===== config.mk =====
export PLATFORM = sky130hd
export DESIGN_NAME = mrs_ctrl
export DESIGN_NICKNAME = d
export VERILOG_FILES = /design/src/rtl/mrs_pkg.sv /design/src/rtl/mrs_lock.sv /design/src/rtl/mrs_slot.sv /design/src/rtl/mrs_ctrl.sv
export SDC_FILE = /design/constraint.sdc
export NUM_CORES = 1
export LEC_CHECK = 0
export BUFFER_PORTS_ARGS = -buffer_cell sky130_fd_sc_hd__buf_2
export CORE_MARGIN = 4
export CORE_UTILIZATION = 50
export CTS_BUF_LIST = sky130_fd_sc_hd__clkbuf_16
export CTS_CLUSTER_DIAMETER = 60
export DETAILED_ROUTE_END_ITERATION = 8
export PLACE_DENSITY = 0.71
export RECOVER_POWER = 50
export SKIP_LAST_GASP = 1
export SYNTH_ARGS = -nofsm -noshare
export SYNTH_HDL_FRONTEND = slang
export SYNTH_HIERARCHICAL = 1
export SYNTH_SLANG_ARGS = --single-unit

===== constraint.sdc =====
create_clock -name clk -period 2.5 [get_ports clk]
set_input_delay 0.25 -clock clk [delete_from_list [all_inputs] [get_ports clk]]
set_output_delay 0.25 -clock clk [all_outputs]
set_load 0.01 [all_outputs]

===== src/rtl/mrs_pkg.sv =====
package mrs_pkg;
  localparam logic [1:0] ST_STBY = 2'd0;
  localparam logic [1:0] ST_RST  = 2'd1;
  localparam logic [1:0] ST_STOP = 2'd2;
  localparam logic [1:0] ST_RUN  = 2'd3;

  // legal one-step moves between reported states
  function automatic logic step_ok(input logic [1:0] from_s, input logic [1:0] to_s);
    logic ok;
    ok = (from_s == to_s);
    unique case (from_s)
      ST_STOP: ok = ok || (to_s == ST_STBY) || (to_s == ST_RUN);
      ST_STBY: ok = ok || (to_s == ST_RST);
      ST_RUN:  ok = ok || (to_s == ST_RST) || (to_s == ST_STOP);
      default: ok = ok || (to_s == ST_RUN);
    endcase
    return ok;
  endfunction
endpackage


===== src/rtl/mrs_lock.sv =====
module mrs_lock #(
  parameter logic [31:0] KEY_OPEN = 32'hA5A5A501
) (
  input  logic        clk,
  input  logic        rst_n,
  input  logic        key_we,
  input  logic [31:0] key_data,
  output logic        open_o
);
  always_ff @(posedge clk or negedge rst_n) begin
    if (!rst_n)      open_o <= 1'b0;
    else if (key_we) open_o <= (key_data == KEY_OPEN);
  end

  p_wrong_key_locks_r3: assert property (@(posedge clk) disable iff (!rst_n)
    (key_we && key_data != KEY_OPEN) |=> !open_o);
  p_key_opens_r3: assert property (@(posedge clk) disable iff (!rst_n)
    (key_we && key_data == KEY_OPEN) |=> open_o);
endmodule


===== src/rtl/mrs_slot.sv =====
module mrs_slot
  import mrs_pkg::*;
#(
  parameter int LAT = 4
) (
  input  logic       clk,
  input  logic       rst_n,
  input  logic       wr_en,
  input  logic [1:0] wr_val,
  output logic [1:0] req_o,
  output logic [1:0] stat_o,
  output logic       reject_o
);
  localparam int CW = $clog2(LAT + 1);

  logic [CW-1:0] cnt_q;
  logic          change;

  assign change   = wr_en && (wr_val != req_o);
  assign reject_o = change && !step_ok(stat_o, wr_val);

  always_ff @(posedge clk or negedge rst_n) begin
    if (!rst_n) begin
      req_o  <= ST_RUN;
      stat_o <= ST_RUN;
      cnt_q  <= '0;
    end else if (change && !reject_o) begin
      req_o <= wr_val;
      cnt_q <= '0;
    end else if (req_o != stat_o) begin
      if (cnt_q == CW'(LAT - 1)) begin
        stat_o <= req_o;
        cnt_q  <= '0;
      end else begin
        cnt_q <= cnt_q + 1'b1;
      end
    end else begin
      cnt_q <= '0;
    end
  end

  p_step_legal_r6: assert property (@(posedge clk) disable iff (!rst_n)
    (stat_o != $past(stat_o)) |-> step_ok($past(stat_o), stat_o));
  p_stat_follows_req_r5: assert property (@(posedge clk) disable iff (!rst_n)
    (stat_o != $past(stat_o)) |-> (stat_o == $past(req_o)));
  p_latency_full_r5: assert property (@(posedge clk) disable iff (!rst_n)
    (stat_o != $past(stat_o)) |-> ($past(cnt_q) == CW'(LAT - 1)));
  p_reject_keeps_req_r7: assert property (@(posedge clk) disable iff (!rst_n)
    reject_o |=> $stable(req_o));
endmodule


===== src/rtl/mrs_ctrl.sv =====
module mrs_ctrl
  import mrs_pkg::*;
#(
  parameter int          NUM_MOD   = 32,
  parameter int          AW        = 12,
  parameter int          LAT       = 4,
  parameter logic [11:0] REQ_BASE  = 12'h900,
  parameter logic [11:0] STAT_BASE = 12'h960,
  parameter logic [11:0] PROT_ADDR = 12'hCF4,
  parameter logic [11:0] ERR_ADDR  = 12'hCF8,
  parameter logic [31:0] KEY_OPEN  = 32'hA5A5A501
) (
  input  logic               clk,
  input  logic               rst_n,
  input  logic               bus_we,
  input  logic [AW-1:0]      bus_addr,
  input  logic [31:0]        bus_wdata,
  output logic [31:0]        bus_rdata,
  output logic [NUM_MOD-1:0] mod_rst_n,
  output logic [NUM_MOD-1:0] mod_clk_en
);
  localparam int FPW = 16;
  localparam int NW  = (NUM_MOD + FPW - 1) / FPW;
  localparam int NF  = NW * FPW;
  localparam int WIW = (NW > 1) ? $clog2(NW) : 1;

  logic [AW-1:0]  req_off, stat_off;
  logic           req_hit, stat_hit, open, wr_req;
  logic [WIW-1:0] req_widx, stat_widx;
  logic [2*NF-1:0] req_flat, stat_flat;
  logic [NF-1:0]  rej;
  logic [NW-1:0]  err_q, err_set, err_clr;

  assign req_off   = bus_addr - AW'(REQ_BASE);
  assign stat_off  = bus_addr - AW'(STAT_BASE);
  assign req_hit   = (req_off < AW'(4 * NW)) && (req_off[1:0] == 2'b00);
  assign stat_hit  = (stat_off < AW'(4 * NW)) && (stat_off[1:0] == 2'b00);
  assign req_widx  = req_off[2 +: WIW];
  assign stat_widx = stat_off[2 +: WIW];
  assign wr_req    = bus_we && open && req_hit;

  mrs_lock #(.KEY_OPEN(KEY_OPEN)) u_lock (
    .clk      (clk),
    .rst_n    (rst_n),
    .key_we   (bus_we && (bus_addr == AW'(PROT_ADDR))),
    .key_data (bus_wdata),
    .open_o   (open)
  );

  for (genvar n = 0; n < NF; n++) begin : g_mod
    if (n < NUM_MOD) begin : g_slot
      mrs_slot #(.LAT(LAT)) u_slot (
        .clk      (clk),
        .rst_n    (rst_n),
        .wr_en    (wr_req && (req_widx == WIW'(n / FPW))),
        .wr_val   (bus_wdata[2*(n%FPW) +: 2]),
        .req_o    (req_flat[2*n +: 2]),
        .stat_o   (stat_flat[2*n +: 2]),
        .reject_o (rej[n])
      );
      assign mod_rst_n[n]  = (stat_flat[2*n +: 2] != ST_RST);
      assign mod_clk_en[n] = (stat_flat[2*n +: 2] == ST_RUN);
    end else begin : g_pad
      assign req_flat[2*n +: 2]  = 2'b00;
      assign stat_flat[2*n +: 2] = 2'b00;
      assign rej[n]              = 1'b0;
    end
  end

  always_comb begin
    for (int w = 0; w < NW; w++) err_set[w] = |rej[FPW*w +: FPW];
    err_clr = (bus_we && bus_addr == AW'(ERR_ADDR)) ? bus_wdata[NW-1:0] : '0;
  end

  always_ff @(posedge clk or negedge rst_n) begin
    if (!rst_n) err_q <= '0;
    else        err_q <= (err_q & ~err_clr) | err_set;
  end

  always_comb begin
    bus_rdata = '0;
    for (int w = 0; w < NW; w++) begin
      if (req_hit && req_widx == WIW'(w))   bus_rdata = req_flat[32*w +: 32];
      if (stat_hit && stat_widx == WIW'(w)) bus_rdata = stat_flat[32*w +: 32];
    end
    if (bus_addr == AW'(PROT_ADDR)) bus_rdata = {31'b0, open};
    if (bus_addr == AW'(ERR_ADDR))  bus_rdata = 32'(err_q);
  end

  p_locked_hold_r4: assert property (@(posedge clk) disable iff (!rst_n)
    (!open && bus_we && req_hit) |=> $stable(req_flat));
  p_err_sticky_r7: assert property (@(posedge clk) disable iff (!rst_n)
    !(bus_we && bus_addr == AW'(ERR_ADDR)) |=> ((err_q & $past(err_q)) == $past(err_q)));
endmodule


Word-level counts from Yosys, hierarchy flattened
Cells that the tools add are included.
{ "totals": {"reg_bits": 227, "latchBits": 0, "ramBits": 0, "romBits": 0, "inputBits": 47, "output_inout_bits": 96, "word_cells": 997, "n_memories": 0} }
{ "op_classes": {"add_sub_neg": 34, "n_mul": 0, "div_mod_pow": 0, "order_cmp": 2, "n_eq_ne": 275, "shifts": 0, "mux": 135, "bitwise": 37, "reduce_logical": 416} }
{ "ops": {"columns": ["cell", "n"], "rows": [
  ["$mux W3", 96],
  ["$eq A2 B2 Y1 const B", 96],
  ["$mux W32", 6],
  ["$logic_or A1 B1 Y1", 160],
  ["$ne A2 B2 Y1", 64],
  ["$logic_and A1 B1 Y1", 108],
  ["$logic_not A2 Y1", 50],
  ["$add A3 B1 Y3 const B", 32],
  ["$eq A3 B2 Y1 const B", 32],
  ["$pmux W1 S3", 32],
  ["$reduce_and A3 Y1", 32],
  ["$eq A2 B2 Y1", 32],
  ["$logic_not A1 Y1", 64],
  ["$ne A2 B1 Y1 const B", 32],
  ["$not A1 Y1", 34],
  ["$eq A2 B1 Y1 const B", 16],
  ["$eq A32 B32 Y1 const B", 1],
  ["$reduce_or A16 Y1", 2],
  ["$eq A12 B12 Y1 const B", 2],
  ["$lt A12 B4 Y1 const B", 2],
  ["$sub A12 B12 Y12 const B", 2],
  ["$and A2 B2 Y2", 1],
  ["$mux W2", 1],
  ["$not A2 Y2", 1],
  ["$or A2 B2 Y2", 1]
]} }

Longest topological paths before layout
Gate-level depths: netlist of the first run.
{ "logic_depth": {"word_depth": 11, "depth_mapped": 10} }

By module
The synthesis of the first run kept the hierarchy.
{ "by_module_without_submodules": {"columns": ["mod", "n_inst", "cells_each", "area_per_inst_um2", "seq_area_each_um2"], "rows": [
  ["mrs_slot at g_mod[0].g_slot.u_slot ...", 27, 47, 503.0, 180.2],
  ["mrs_slot at g_mod[5].g_slot.u_slot ...", 5, 49, 498.0, 180.2],
  ["mrs_ctrl", 1, 263, 1835.5, 50.0],
  ["mrs_lock", 1, 14, 152.6, 25.0]
]} }

Worst setup path after synthesis of the first run
OpenSTA, ideal clock, no wires.
{ "synth_path": {"kind": "input-to-reg", "start": "input port bus_addr[1]", "end": "register g_mod[5].g_slot.u_slot.req_o[0]", "setup_time_ns": 0.082, "arrival_time_ns": 2.964, "path_slack_ns": -0.547, "cell_stages": 8, "path_buffers": 1, "cell_sequence": "or3b_1 > or3_4 > nor4_1 > o21ai_0 > a41oi_1 > and2_1 > buf_6 > mux2_4"} }
{ "synth_between": {"elab_chain_cells": 9} }
{ "synth_lines": {"columns": ["item", "line", "source"], "rows": [
  ["start, declared", "mrs_ctrl.sv:16", "input logic [AW-1:0] bus_addr,"],
  ["$sub A12 B12 Y12 *", "mrs_ctrl.sv:34", "assign req_off = bus_addr - AW'(REQ_BASE);"],
  ["$lt A12 B4 Y1 or $logic_not A2 Y1 (tied branches)", "mrs_ctrl.sv:36", "assign req_hit = (req_off < AW'(4 * NW)) && (req_off[1:0] == 2'b00);"],
  ["$logic_and A1 B1 Y1", "mrs_ctrl.sv:36", null],
  ["$logic_and A1 B1 Y1", "mrs_ctrl.sv:40", "assign wr_req = bus_we && open && req_hit;"],
  ["$logic_and A1 B1 Y1 *", "mrs_ctrl.sv:55", ".wr_en (wr_req && (req_widx == WIW'(n / FPW))),"],
  ["$logic_and A1 B1 Y1 *", "mrs_slot.sv:19", "assign change = wr_en && (wr_val != req_o);"],
  ["$logic_and A1 B1 Y1", "mrs_slot.sv:20", "assign reject_o = change && !step_ok(stat_o, wr_val);"],
  ["$logic_not A1 Y1", "mrs_slot.sv:27", "end else if (change && !reject_o) begin"],
  ["$logic_and A1 B1 Y1 *", "mrs_slot.sv:27", null],
  ["end signal, assigned", "mrs_slot.sv:28", "req_o <= wr_val;"],
  ["end, declared", "mrs_slot.sv:10", "output logic [1:0] req_o,"]
]} }
Every way passes the cells marked *; elsewhere a longest branch is shown, timed or not.
A chain may end at the register's enable or synchronous reset.

Final worst setup path of the first run
{ "layout_path": {"start": "input port bus_addr[5]", "end": "output port bus_rdata[1]"} }
{ "layout_between": {"elab_chain_cells": 10} }
{ "layout_lines": {"columns": ["item", "line", "source"], "rows": [
  ["$sub A12 B12 Y12", "mrs_ctrl.sv:34", null],
  ["$lt A12 B4 Y1", "mrs_ctrl.sv:36", null],
  ["$logic_and A1 B1 Y1", "mrs_ctrl.sv:36", null],
  ["$logic_and A1 B1 Y1", "mrs_ctrl.sv:83", "if (req_hit && req_widx == WIW'(w)) bus_rdata = req_flat[32*w +: 32];"],
  ["$mux W32", "mrs_ctrl.sv:83", null],
  ["$mux W32", "mrs_ctrl.sv:84", "if (stat_hit && stat_widx == WIW'(w)) bus_rdata = stat_flat[32*w +: 32];"],
  ["$mux W32", "mrs_ctrl.sv:83", null],
  ["$mux W32", "mrs_ctrl.sv:84", null],
  ["$mux W32", "mrs_ctrl.sv:86", "if (bus_addr == AW'(PROT_ADDR)) bus_rdata = {31'b0, open};"],
  ["$mux W32 *", "mrs_ctrl.sv:87", "if (bus_addr == AW'(ERR_ADDR)) bus_rdata = 32'(err_q);"],
  ["end, declared", "mrs_ctrl.sv:18", "output logic [31:0] bus_rdata,"]
]} }
Marked as above.

==> results.md, run 1 <==
* Logic pwr share at 7.5%
* Total number of vias at 14741
* Diodes inserted at 0
* Main area contributors after synthesis: dfstp_2 (19%), dfrtp_1 (14%), ha_1 (8.9%)
* CTS sink count at 227
* Crit Path Max Fanout at 12
* Sum Neg Setup Slack at 0 ns
* Achievable frequency at 412.7 MHz
* Pwr Total at 8.497 mW
* Final setup violation count at 0
* Max-slew headroom at -37.43%
* P_sw at 2.076 mW
* Min-delay src: bus_wdata[11]
* Placed Area at 20420 sq um
* Commonest cells post-synth: nor2_1 (136), ha_1 (129), dfstp_2 (128)
* Number of primary I/O pins at 143
* Worst Hold Class: in -> reg
* R2R cell count at 8
* # rows at 69
* Number of port buffers at 142
* DRT iter0 DRCs at 910
* Gp weighted congestion at 0.8896
* R2r setup slk at 0.08 ns
* Routed wire per std cell at 18.04 um
* Initial core utilization at 50.77%
* Die H at 198.0 um
* Static Leakage at 10.08 nW
* Crit start category: input port
* DR vias/cell at 5.738
* Setup Skew at 0.01029 ns
* RSZ-0062 raised after global routing: yes
* RR Endpoint: err_q[1]
* Worst hold path depth at 2
* Post-route cell area at 21520 sq um
* Buffers and inverters on the worst path at 4
* PD cells at 394.8 nW/um^2
* Clk Latency, worst-skew pair at 0.54 ns
* Leading area contributor after synthesis: dfstp_2
* Final period utilization at 96.93%
* Main synth FF type: dfstp_2
* Layout cells sized above 1 at 31.31%
* DRT Wirelength at 46.35 mm
* Die width at 198.0 um
* Slowest stage delay, CP at 0.35 ns
* Placed insts at 2509
* Worst path cell trace: buf_2 > ha_1 > nand2b_1 > a2111oi_2 > buf_4 > a41oi_4 > buf_6 > o31a_1 > a32o_1 > buf_2
* Max cap viols at 1
* Final Hold Viols at 0
* Worst slew pin tran at 2.061 ns
* Syn nets at 1967
* Worst hold endpoint: g_mod[5].g_slot.u_slot/req_o[1]
* Clock power frac at 49.1%
* Final Non-Filler Cells at 2569
* Setup crit end kind: primary output
* H-tree levels at 1
* Ys async rst share at 100.0%
* Register area share after synthesis at 32.34%
* GRT Overall Usage at 23.00%
* Crit path top cell by count: buf_2
* TritonCTS Buffers at 28
* Worst path required time at 2.25 ns
* Clock buffer depth at 3
* Outcome: complete, but fails checks
* Delay-heaviest family, CP: compound AO/OA/AOI/OAI gates
* Hpwl dp at 33.76 mm
* Number of nets in the layout at 2262
* Worst VDD drop at 471.4 uV
* Initial antenna violation count at 1
* First-pass GRT wire length at 75.63 mm
* Crit path max-delay cell type: a2111oi_2
* Fin. max-slew vios at 83
* First-pass detailed-route iteration total at 5
* Area Overhead vs Synth at 19.18%
* Most common cell in the synthesized netlist: nor2_1
* Largest net degree at the start of global routing at 85
* Distinct cells, synth at 57
* Synthesized area per cell at 10.08 sq um
* Die area at 39220 sq um
* Flops & latches, synth at 227
* Minimum clock period at 2.423 ns
* Clock Pin Slew Worst Setup and Hold Paths at 0.06 ns
* Mapped Area at 18060 sq um
* Pint at 6.420 mW
* Crit path DAT at 2.17 ns
* Failing checks: capacitance limit, slew limit
* Part of the power in registers at 43.4%
* Core ar. at 35570 sq um
* Crit path kind: in -> out
* DR DRC count at 0
* R2r startpoint: g_mod[28].g_slot.u_slot/stat_o[1]
* Vias in the first global route at 14972
* Post-Syn Instances at 1791
* Sw Ratio at 24.44%
* Yosys warns at 6
* Post-synth top area share at 18.62%
* Post-synth EDFFs at 0
* Global route total overflow at 0
* Root Buffer Master: clkbuf_16
* CTS tree: built
* Remaining antenna violation count at 0
## power by group through the flow
stage	sequential [mW]	clock (mW)	combinational, mW
2_1_floorplan	3.74	0	0.272
3_5_place_dp	3.74	0	0.632
6_report	3.68	4.18	0.637
3_3_place_gp	3.74	0	0.616
5_1_grt	3.68	4.42	0.703
4_1_cts	3.69	4.27	0.640
## cell type report
class | count | area [sq um]
clock buffer | 29 | 725.7
clock inverter | 23 | 230.2
fill | 2938 | 14050
inverter | 101 | 379.1
multi-input combinational | 1407 | 11650
sequential | 227 | 5841
tap | 461 | 576.8
timing repair buffer | 321 | 2123
## how the worst max path moves through the flow
stage	start	end	cells after the start
4_1_cts	g_mod[20].g_slot.u_slot/stat_o[0]	err_q[1]	8
5_1_grt	g_mod[28].g_slot.u_slot/stat_o[1]	err_q[1]	8
3_3_place_gp	bus_addr[9]	err_q[1]	14
2_1_floorplan	bus_addr[1]	g_mod[5].g_slot.u_slot/req_o[0]	8
6_report	bus_addr[5]	bus_rdata[1]	10
3_5_place_dp	bus_addr[1]	g_mod[30].g_slot.u_slot/stat_o[0]	10
## worst reg2reg max path: cells and delay by family, from the launching register on
| family | cells | cell delay [ns] |
|---|---|---|
| simple gates | 3 | 0.65 |
| fa+ha+maj | 1 | 0.19 |
| flops | 1 | 0.62 |
| compound gates | 4 | 0.86 |
## per-stage QoR
step	util [%]	hold WS, ns	setup WS, ns
2_1_floorplan	-	-0.04559	0.01746
3_3_place_gp	57.42	0.2968	-0.1964
3_5_place_dp	57.42	0.3066	-0.2530
4_1_cts	60.26	0.04250	-0.09411
5_1_grt	60.51	0.07329	-0.03854
6_report	60.51	0.06991	0.07685
## metal layers
layer	wire [um]	part of all wire, %	global-route usage [%]
met1	20550	44	30.51
met2	22150	48	39.39
met3	2097	4.5	2.995
met4	1544	3.3	6.912
met5	13	0.028	0
## state kept, by name, summed over array words and instances (netlist names)
register	flops
g_mod.g_slot.u_slot/cnt_q	96
g_mod.g_slot.u_slot/req_o	64
g_mod.g_slot.u_slot/stat_o	64
err_q	2
u_lock/open_o	1
## cell families (layout without fill, tap and decap cells)
group	after synthesis	count (layout)	share of synthesized area, %
AND/OR/NAND/NOR	542	542	17.61
AO/OA/AOI/OAI	449	449	20.58
flip-flops	227	227	32.34
multiplexers	159	159	10.47
buffers and inverters	157	474	3.859
adder cells (fa/ha/maj)	129	129	8.938
XOR/XNOR	128	128	6.208
## cells in the final DEF, fill, tap and decap left out, drive strengths merged, types with 38 or more instances in the layout
cell    instances
buf           305
nor2          138
ha            129
dfstp         128
o21ai         128
mux2          128
inv           105
dfrtp          99
a21boi         86
nand2b         78
xor2           74
and2           64
nor2b          62
xnor2          54
clkbuf         44
a21oi          38
## repair_timing
item / in CTS / in global routing
hold endpoints to repair: 27 / 0
pin swaps: 2 / 5
gates resized for setup: 6 / 13
cloned: 0 / 3
buffers inserted: 2 / 3
hold buffers: 1 / 0
setup endpoints to repair: 34 / 34
(Power assumes the default switching activity.)
==> run 2: changes to the inputs <==
Settings changed: SETUP_SLACK_MARGIN from default to 0.4.
==> run 2 against run 1 <==
Against the previous run:
- critical path depth unchanged
- critical endpoint is now bus_rdata[2]
- setup slack improved by 0.082 ns
- sequential power about the same
- highest routed layer unchanged
- core utilization grew 6.3 points
- via count grew 5.0%
- the run now ends clean
- total power rose by 0.76%
- sequential share of layout area shrank 2.6 points
- clock power decreased by 1%
- combinational power up 18%
==> results.md, run 2 (synthesis results as in run 1) <==
* Worst path required time at 2.25 ns (about the same)
* Sum Neg Setup Slack at 0 ns (unchanged)
* Worst slew pin tran at 1.118 ns (-0.9436 ns)
* PD cells at 360.1 nW/um^2 (-8.8%)
* Placed insts at 2476 (-1.3%)
* R2r setup slk at 0.22 ns (+0.14 ns)
* # rows at 69 (unchanged)
* Pwr Total at 8.561 mW (+0.76%)
* Layout cells sized above 1 at 40.62% (+9.3 points)
* Root Buffer Master: clkbuf_16
* Initial antenna violation count at 1 (unchanged)
* Die area at 39220 sq um (unchanged)
* Fin. max-slew vios at 0 (-100%)
* Die width at 198.0 um (unchanged)
* Pint at 6.431 mW (+0.17%)
* RR Endpoint: err_q[1]
* Crit Path Max Fanout at 6 (-6)
* Setup Skew at 0.01048 ns (+0.0001873 ns)
* Final period utilization at 93.66% (-3.3 points)
* Outcome: complete, no violations
* Final setup violation count at 0 (unchanged)
* Final Non-Filler Cells at 2663 (+3.7%)
* Static Leakage at 10.72 nW (+6.3%)
* Final Hold Viols at 0 (unchanged)
* Crit path DAT at 2.09 ns (-0.08 ns)
* CTS tree: built
* DRT Wirelength at 51.28 mm (+11%)
* P_sw at 2.130 mW (+2.6%)
* GRT Overall Usage at 24.31% (+1.3 points)
* Part of the power in registers at 43.0% (-0.4 points)
* Number of nets in the layout at 2355 (+4.1%)
* Placed Area at 20210 sq um (-1.0%)
* Crit start category: input port
* Initial core utilization at 50.77% (unchanged)
* Die H at 198.0 um (unchanged)
* Clock power frac at 48.2% (-0.9 points)
* Core ar. at 35570 sq um (unchanged)
* Vias in the first global route at 15618 (+4.3%)
* Worst VDD drop at 453.9 uV (-3.7%)
* Setup ws final at 0.1586 ns (+0.08177 ns)
* Max-slew headroom at 25.48% (+63 points)
* Setup crit end kind: primary output
* Worst hold endpoint: g_mod[12].g_slot.u_slot/req_o[1]
* Remaining antenna violation count at 0 (unchanged)
* Commonest non-fill, non-tap cells in the layout: buf_4 (209), nor2_1 (134), buf_2 (130)
* R2R cell count at 8 (unchanged)
* H-tree levels at 1 (unchanged)
* Minimum clock period at 2.341 ns (-0.08177 ns)
* Hpwl dp at 32.83 mm (-2.7%)
* TritonCTS Buffers at 29 (+3.6%)
* Largest registers: g_mod.g_slot.u_slot/cnt_q: 96 flops, g_mod.g_slot.u_slot/req_o: 64 flops, g_mod.g_slot.u_slot/stat_o: 64 flops
* Pre-CTS WS at -0.2003 ns (+0.05267 ns)
* First-pass detailed-route iteration total at 5 (unchanged)
* DR DRC count at 0 (unchanged)
* Final core utilization at 66.85% (+6.3 points)
* Clock Pin Slew Worst Setup and Hold Paths at 0.06 ns (about the same)
* Achievable frequency at 427.1 MHz (+3.5%)
* Min-delay src: bus_wdata[25]
* CTS sink count at 227 (unchanged)
* Most common cell after layout, fill and taps aside: buf_4
* DRT iter0 DRCs at 823 (-9.6%)
* Worst Hold Class: in -> reg
* Worst hold path depth at 2 (unchanged)
* Area Overhead vs Synth at 31.66%
* Gp weighted congestion at 0.8671 (-2.5%)
* Fill cells at 2656 (-9.6%)
* R2r startpoint: g_mod[19].g_slot.u_slot/stat_o[0]
* Logic pwr share at 8.8% (+1.3 points)
* DR vias/cell at 5.811 (+1.3%)
* Sw Ratio at 24.88% (+0.44 points)
* Routed wire per std cell at 19.26 um (+6.7%)
* Clock buffer depth at 3 (unchanged)
* Max FFs per register at 96 (unchanged)
* First-pass GRT wire length at 79.21 mm (+4.7%)
* Post-route cell area at 23780 sq um (+10%)
* Number of primary I/O pins at 143 (unchanged)
* RSZ-0062 raised after global routing: yes
* Max cap viols at 0 (-1)
* Global route total overflow at 0 (unchanged)
* Largest net degree at the start of global routing at 87 (+2.4%)
* Largest Register: g_mod.g_slot.u_slot/cnt_q
* Total number of vias at 15475 (+5.0%)
* Number of port buffers at 142 (unchanged)
* Final Hold Slack at 0.09130 ns (+0.02139 ns)
* Crit path kind: in -> out
* Worst Setup SP: bus_addr[6]
* Clk Latency, worst-skew pair at 0.55 ns (about the same)
-- run 2: worst max-delay path by stage --
stage,endpoint,cells after the start
final,bus_rdata[2],10
after floorplan,g_mod[6].g_slot.u_slot/req_o[0],8
after detailed placement,bus_rdata[30],10
after CTS,bus_rdata[2],9
after global placement,bus_rdata[30],10
after global routing,err_q[0],9
-- run 2: what timing repair did --
action                                 in CTS  in global routing
pin swaps                                  41                 68
setup endpoints to repair                  57                258
buffers inserted                           91                 36
resized for setup                         104                239
endpoints found under the hold margin      33                  0
hold buffers                                1                  0
cloned                                      5                  0
-- run 2: power groups by stage --
| stage | clock network, mW | logic [mW] | registers [mW] |
|---|---|---|---|
| 5_1_grt | 4.37 | 0.813 | 3.68 |
| 2_1_floorplan | 0 | 0.272 | 3.74 |
| 6_report | 4.12 | 0.754 | 3.68 |
| 3_3_place_gp | 0 | 0.596 | 3.74 |
| 4_1_cts | 4.20 | 0.680 | 3.69 |
| 3_5_place_dp | 0 | 0.613 | 3.74 |
-- run 2: cell type report --
cell class | count | area (sq um) | share of cell area (%)
clock buffers | 29 | 725.7 | 3.052
repair buffers | 411 | 2989 | 12.57
flip-flops and latches | 227 | 5841 | 24.56
well taps | 461 | 576.8 | 2.426
clock inverters | 24 | 210.2 | 0.8841
inverters | 101 | 381.6 | 1.605
multi-input cells | 1409 | 13050 | 54.89
diodes | 1 | 2.502 | 0.01052
-- run 2: critical path, stage by stage --
cell,delay [ns]
buf_8,0.08
ha_4,0.14
nand3b_1,0.11
a2111oi_4,0.39
buf_6,0.19
a41o_1,0.19
nand2_4,0.15
buf_12,0.19
o211a_4,0.27
buf_6,0.12
-- run 2: metal layers --
| layer | part of all wire (%) | vias up | GRT usage, % |
|---|---|---|---|
| li1 | - | 7274 | - |
| met1 | 42 | 7736 | 30.40 |
| met2 | 50 | 347 | 43.41 |
| met3 | 4.0 | 116 | 2.859 |
| met4 | 4.4 | 2 | 8.569 |
| met5 | 0.025 | - | 0 |
==> run 3: changes to the inputs <==
Settings changed: CTS_BUF_LIST sky130_fd_sc_hd__clkbuf_16 to sky130_fd_sc_hd__clkbuf_2, TNS_END_PERCENT from default to 5.
==> run 3 against run 2 <==
Against the previous run:
- hold slack improved by 0.086 ns
- the flow now finishes with violations (capacitance limit, slew limit, setup timing)
- maximum frequency is 7.6% lower
- first-iteration DRC count fell by 6.8%
- core utilization shrank 4.4 points
- setup slack worse by 0.19 ns
- largest cell class unchanged
- routed wire length down 5.1%
- global-route usage down 0.79 points
- clock power is 24% lower
==> results.md, run 3 (synthesis results as in run 1) <==
* Final Hold Viols at 0 (unchanged)
* PD cells at 337.1 nW/um^2 (-6.4%)
* Worst slew pin tran at 2.005 ns (+0.8873 ns)
* Delay-heaviest family, CP: compound AO/OA/AOI/OAI gates
* DR DRC count at 0 (unchanged)
* Die H at 198.0 um (unchanged)
* Clock buffer depth at 3 (unchanged)
* Slowest stage delay, CP at 0.49 ns (+0.10 ns)
* TritonCTS Buffers at 68 (+130%)
* Number of nets in the layout at 2402 (+2.0%)
* Achievable frequency at 394.6 MHz (-7.6%)
* Total number of vias at 15582 (+0.69%)
* Max-slew headroom at -33.68% (-59 points)
* Static Leakage at 10.71 nW (about the same)
* Largest registers: g_mod.g_slot.u_slot/cnt_q: 96 flops, g_mod.g_slot.u_slot/req_o: 64 flops, g_mod.g_slot.u_slot/stat_o: 64 flops
* Outcome: complete, but fails checks
* Clock Pin Slew Worst Setup and Hold Paths at 0.10 ns (+0.04 ns)
* Failing checks: capacitance limit, slew limit, setup timing
* Routed wire per std cell at 17.74 um (-7.9%)
* Max cap viols at 1 (+1)
* CTS sink count at 227 (unchanged)
* Met2 wire len at 24.29 mm (-5.4%)
* Worst path cell trace: buf_4 > buf_4 > inv_1 > ha_1 > nor2_1 > a221o_1 > o21ai_4 > a21oi_1 > nor4_1 > nand4_1 > a21o_1
* Fill cells at 2988 (+13%)
* Largest net degree at the start of global routing at 64 (-26%)
* Crit path DAT at 3.34 ns (+1.25 ns)
* Max FFs per register at 96 (unchanged)
* Crit path kind: reg -> reg
* Core ar. at 35570 sq um (unchanged)
* Worst Hold Class: in -> reg
* Number of port buffers at 142 (unchanged)
* Top layer in use: met4
* Die area at 39220 sq um (unchanged)
* First-pass GRT wire length at 76.59 mm (-3.3%)
* Layout cells sized above 1 at 35.35% (-5.3 points)
* Clk Latency, worst-skew pair at 0.94 ns (+0.39 ns)
* Hpwl dp at 33.15 mm (+0.96%)
* Setup ws final at -0.03405 ns (-0.1927 ns)
* Metal3 WL at 2.441 mm (+18%)
* Commonest non-fill, non-tap cells in the layout: buf_4 (209), buf_2 (139), nor2_1 (134)
* Initial antenna violation count at 2 (+1)
* Global route total overflow at 0 (unchanged)
* Placed Area at 20060 sq um (-0.76%)
* Minimum clock period at 2.534 ns (+0.1927 ns)
* Vias in the first global route at 15475 (-0.92%)
* # rows at 69 (unchanged)
* DRT Wirelength at 48.67 mm (-5.1%)
* Root Buffer Master: clkbuf_2
* Worst path required time at 3.30 ns (+1.05 ns)
* GRT Overall Usage at 23.52% (-0.79 points)
* CTS tree: built
* Gp weighted congestion at 0.8590 (-0.93%)
* Fin. max-slew vios at 27 (+27)
* DRT iter0 DRCs at 767 (-6.8%)
* Initial core utilization at 50.77% (unchanged)
* Most common cell after layout, fill and taps aside: buf_4
* Remaining antenna violation count at 0 (unchanged)
* Post-route cell area at 22220 sq um (-6.6%)
* Setup Skew at 0.07563 ns (+0.06515 ns)
* Final setup violation count at 1 (+1)
* Die width at 198.0 um (unchanged)
* Number of primary I/O pins at 143 (unchanged)
* DR vias/cell at 5.681 (-2.2%)
* Crit path max-delay cell type: nor4_1
* First-pass detailed-route iteration total at 5 (unchanged)
* Crit path top cell by count: buf_4
* Worst VDD drop at 278.7 uV (-39%)
* Buffers and inverters on the worst path at 3 (-1)
* Crit Path Max Fanout at 6 (unchanged)
* Sum Neg Setup Slack at -0.03405 ns (-0.03405 ns)
* Largest Register: g_mod.g_slot.u_slot/cnt_q
* RSZ-0062 raised after global routing: yes
* Setup crit end kind: flop
* H-tree levels at 3 (+2)
* Final period utilization at 101.4% (+7.7 points)
* Metal-1 WL at 20.68 mm (-2.9%)
* Area Overhead vs Synth at 23.03%
* Crit start category: flop
run 3: changes by cell type in the layout (fill, tap and decap cells not counted), sizes merged, moves of 3 or more:
cell / change
clkbuf: +52
dlygate4sd3: +38
buf: -15
clkinv: +9
inv: -7
dlymetal6s2s: +3
run 3: layout make-up:
cell class              count  area [sq um]  share of cell area, %
diodes                      2         5.005                0.02253
clock buffers              97         485.5                  2.185
clock inverters            27         191.4                 0.8616
inverters                 101         379.1                  1.706
multi-input cells        1407         11670                  52.54
flip-flops and latches    227          5841                  26.29
well taps                 461         576.8                  2.596
repair buffers            421          3065                  13.80
run 3: routing by layer:
layer / global-route usage, % / vias to the layer above
li1: - / 7413
met1: 29.57 / 7664
met2: 40.66 / 402
met3: 4.373 / 103
met4: 8.212 / 0
met5: 0 / -
run 3: worst register-to-register path, delay by kind of cell, from the launching register on:
kind / cells / cell delay, ns
fa+ha+maj: 1 / 0.14
buf+inv: 3 / 0.34
compound gates: 4 / 0.87
simple gates: 3 / 0.68
flops: 1 / 0.38
run 3: through the flow:
step                      std cells  total power, mW  worst slack, ns  util (%)  hold WS [ns]
after floorplan                1791            4.017          0.02812         -      -0.04559
after global placement         2457            4.335          -0.2278     56.40        0.1887
after detailed placement       2457            4.353          -0.2641     56.40        0.1923
after CTS                      2642            7.591         0.003745     60.05       0.03300
after global routing           2743            7.878         -0.04795     62.46        0.1255
final                          2743            7.489         -0.03405     62.46        0.1774
run 3: worst paths after layout:
check                                              endpoint  depth (start not counted)  slack [ns]                              start
min in group asynchronous   g_mod[7].g_slot.u_slot/req_o[0]                          3        1.66                              rst_n
setup reg to reg                                   err_q[0]                         11       -0.03  g_mod[14].g_slot.u_slot/stat_o[1]
setup / recovery                                   err_q[0]                         11       -0.03  g_mod[14].g_slot.u_slot/stat_o[1]
max in group asynchronous  g_mod[31].g_slot.u_slot/req_o[0]                          4        0.30                              rst_n
hold / removal              g_mod[3].g_slot.u_slot/req_o[0]                          7        0.18                        bus_addr[2]
hold reg to reg             g_mod[2].g_slot.u_slot/cnt_q[0]                          1        0.44    g_mod[2].g_slot.u_slot/cnt_q[0]
run 3: power breakdown:
part | internal [mW] | total [mW] | switching, mW
combinational | 0.251 | 0.688 | 0.436
sequential | 3.68 | 3.68 | 0.0000000000000664
clock | 1.36 | 3.12 | 1.76
total | 5.30 | 7.49 | 2.19
run 3: timing repair:
action / CTS / global route
endpoints found under the setup margin: 123 / 271
hold buffers: 40 / 0
resized for setup: 10 / 34
pin swaps: 6 / 24
cloned: 0 / 3
buffers inserted: 21 / 96
hold endpoints to repair: 328 / 0
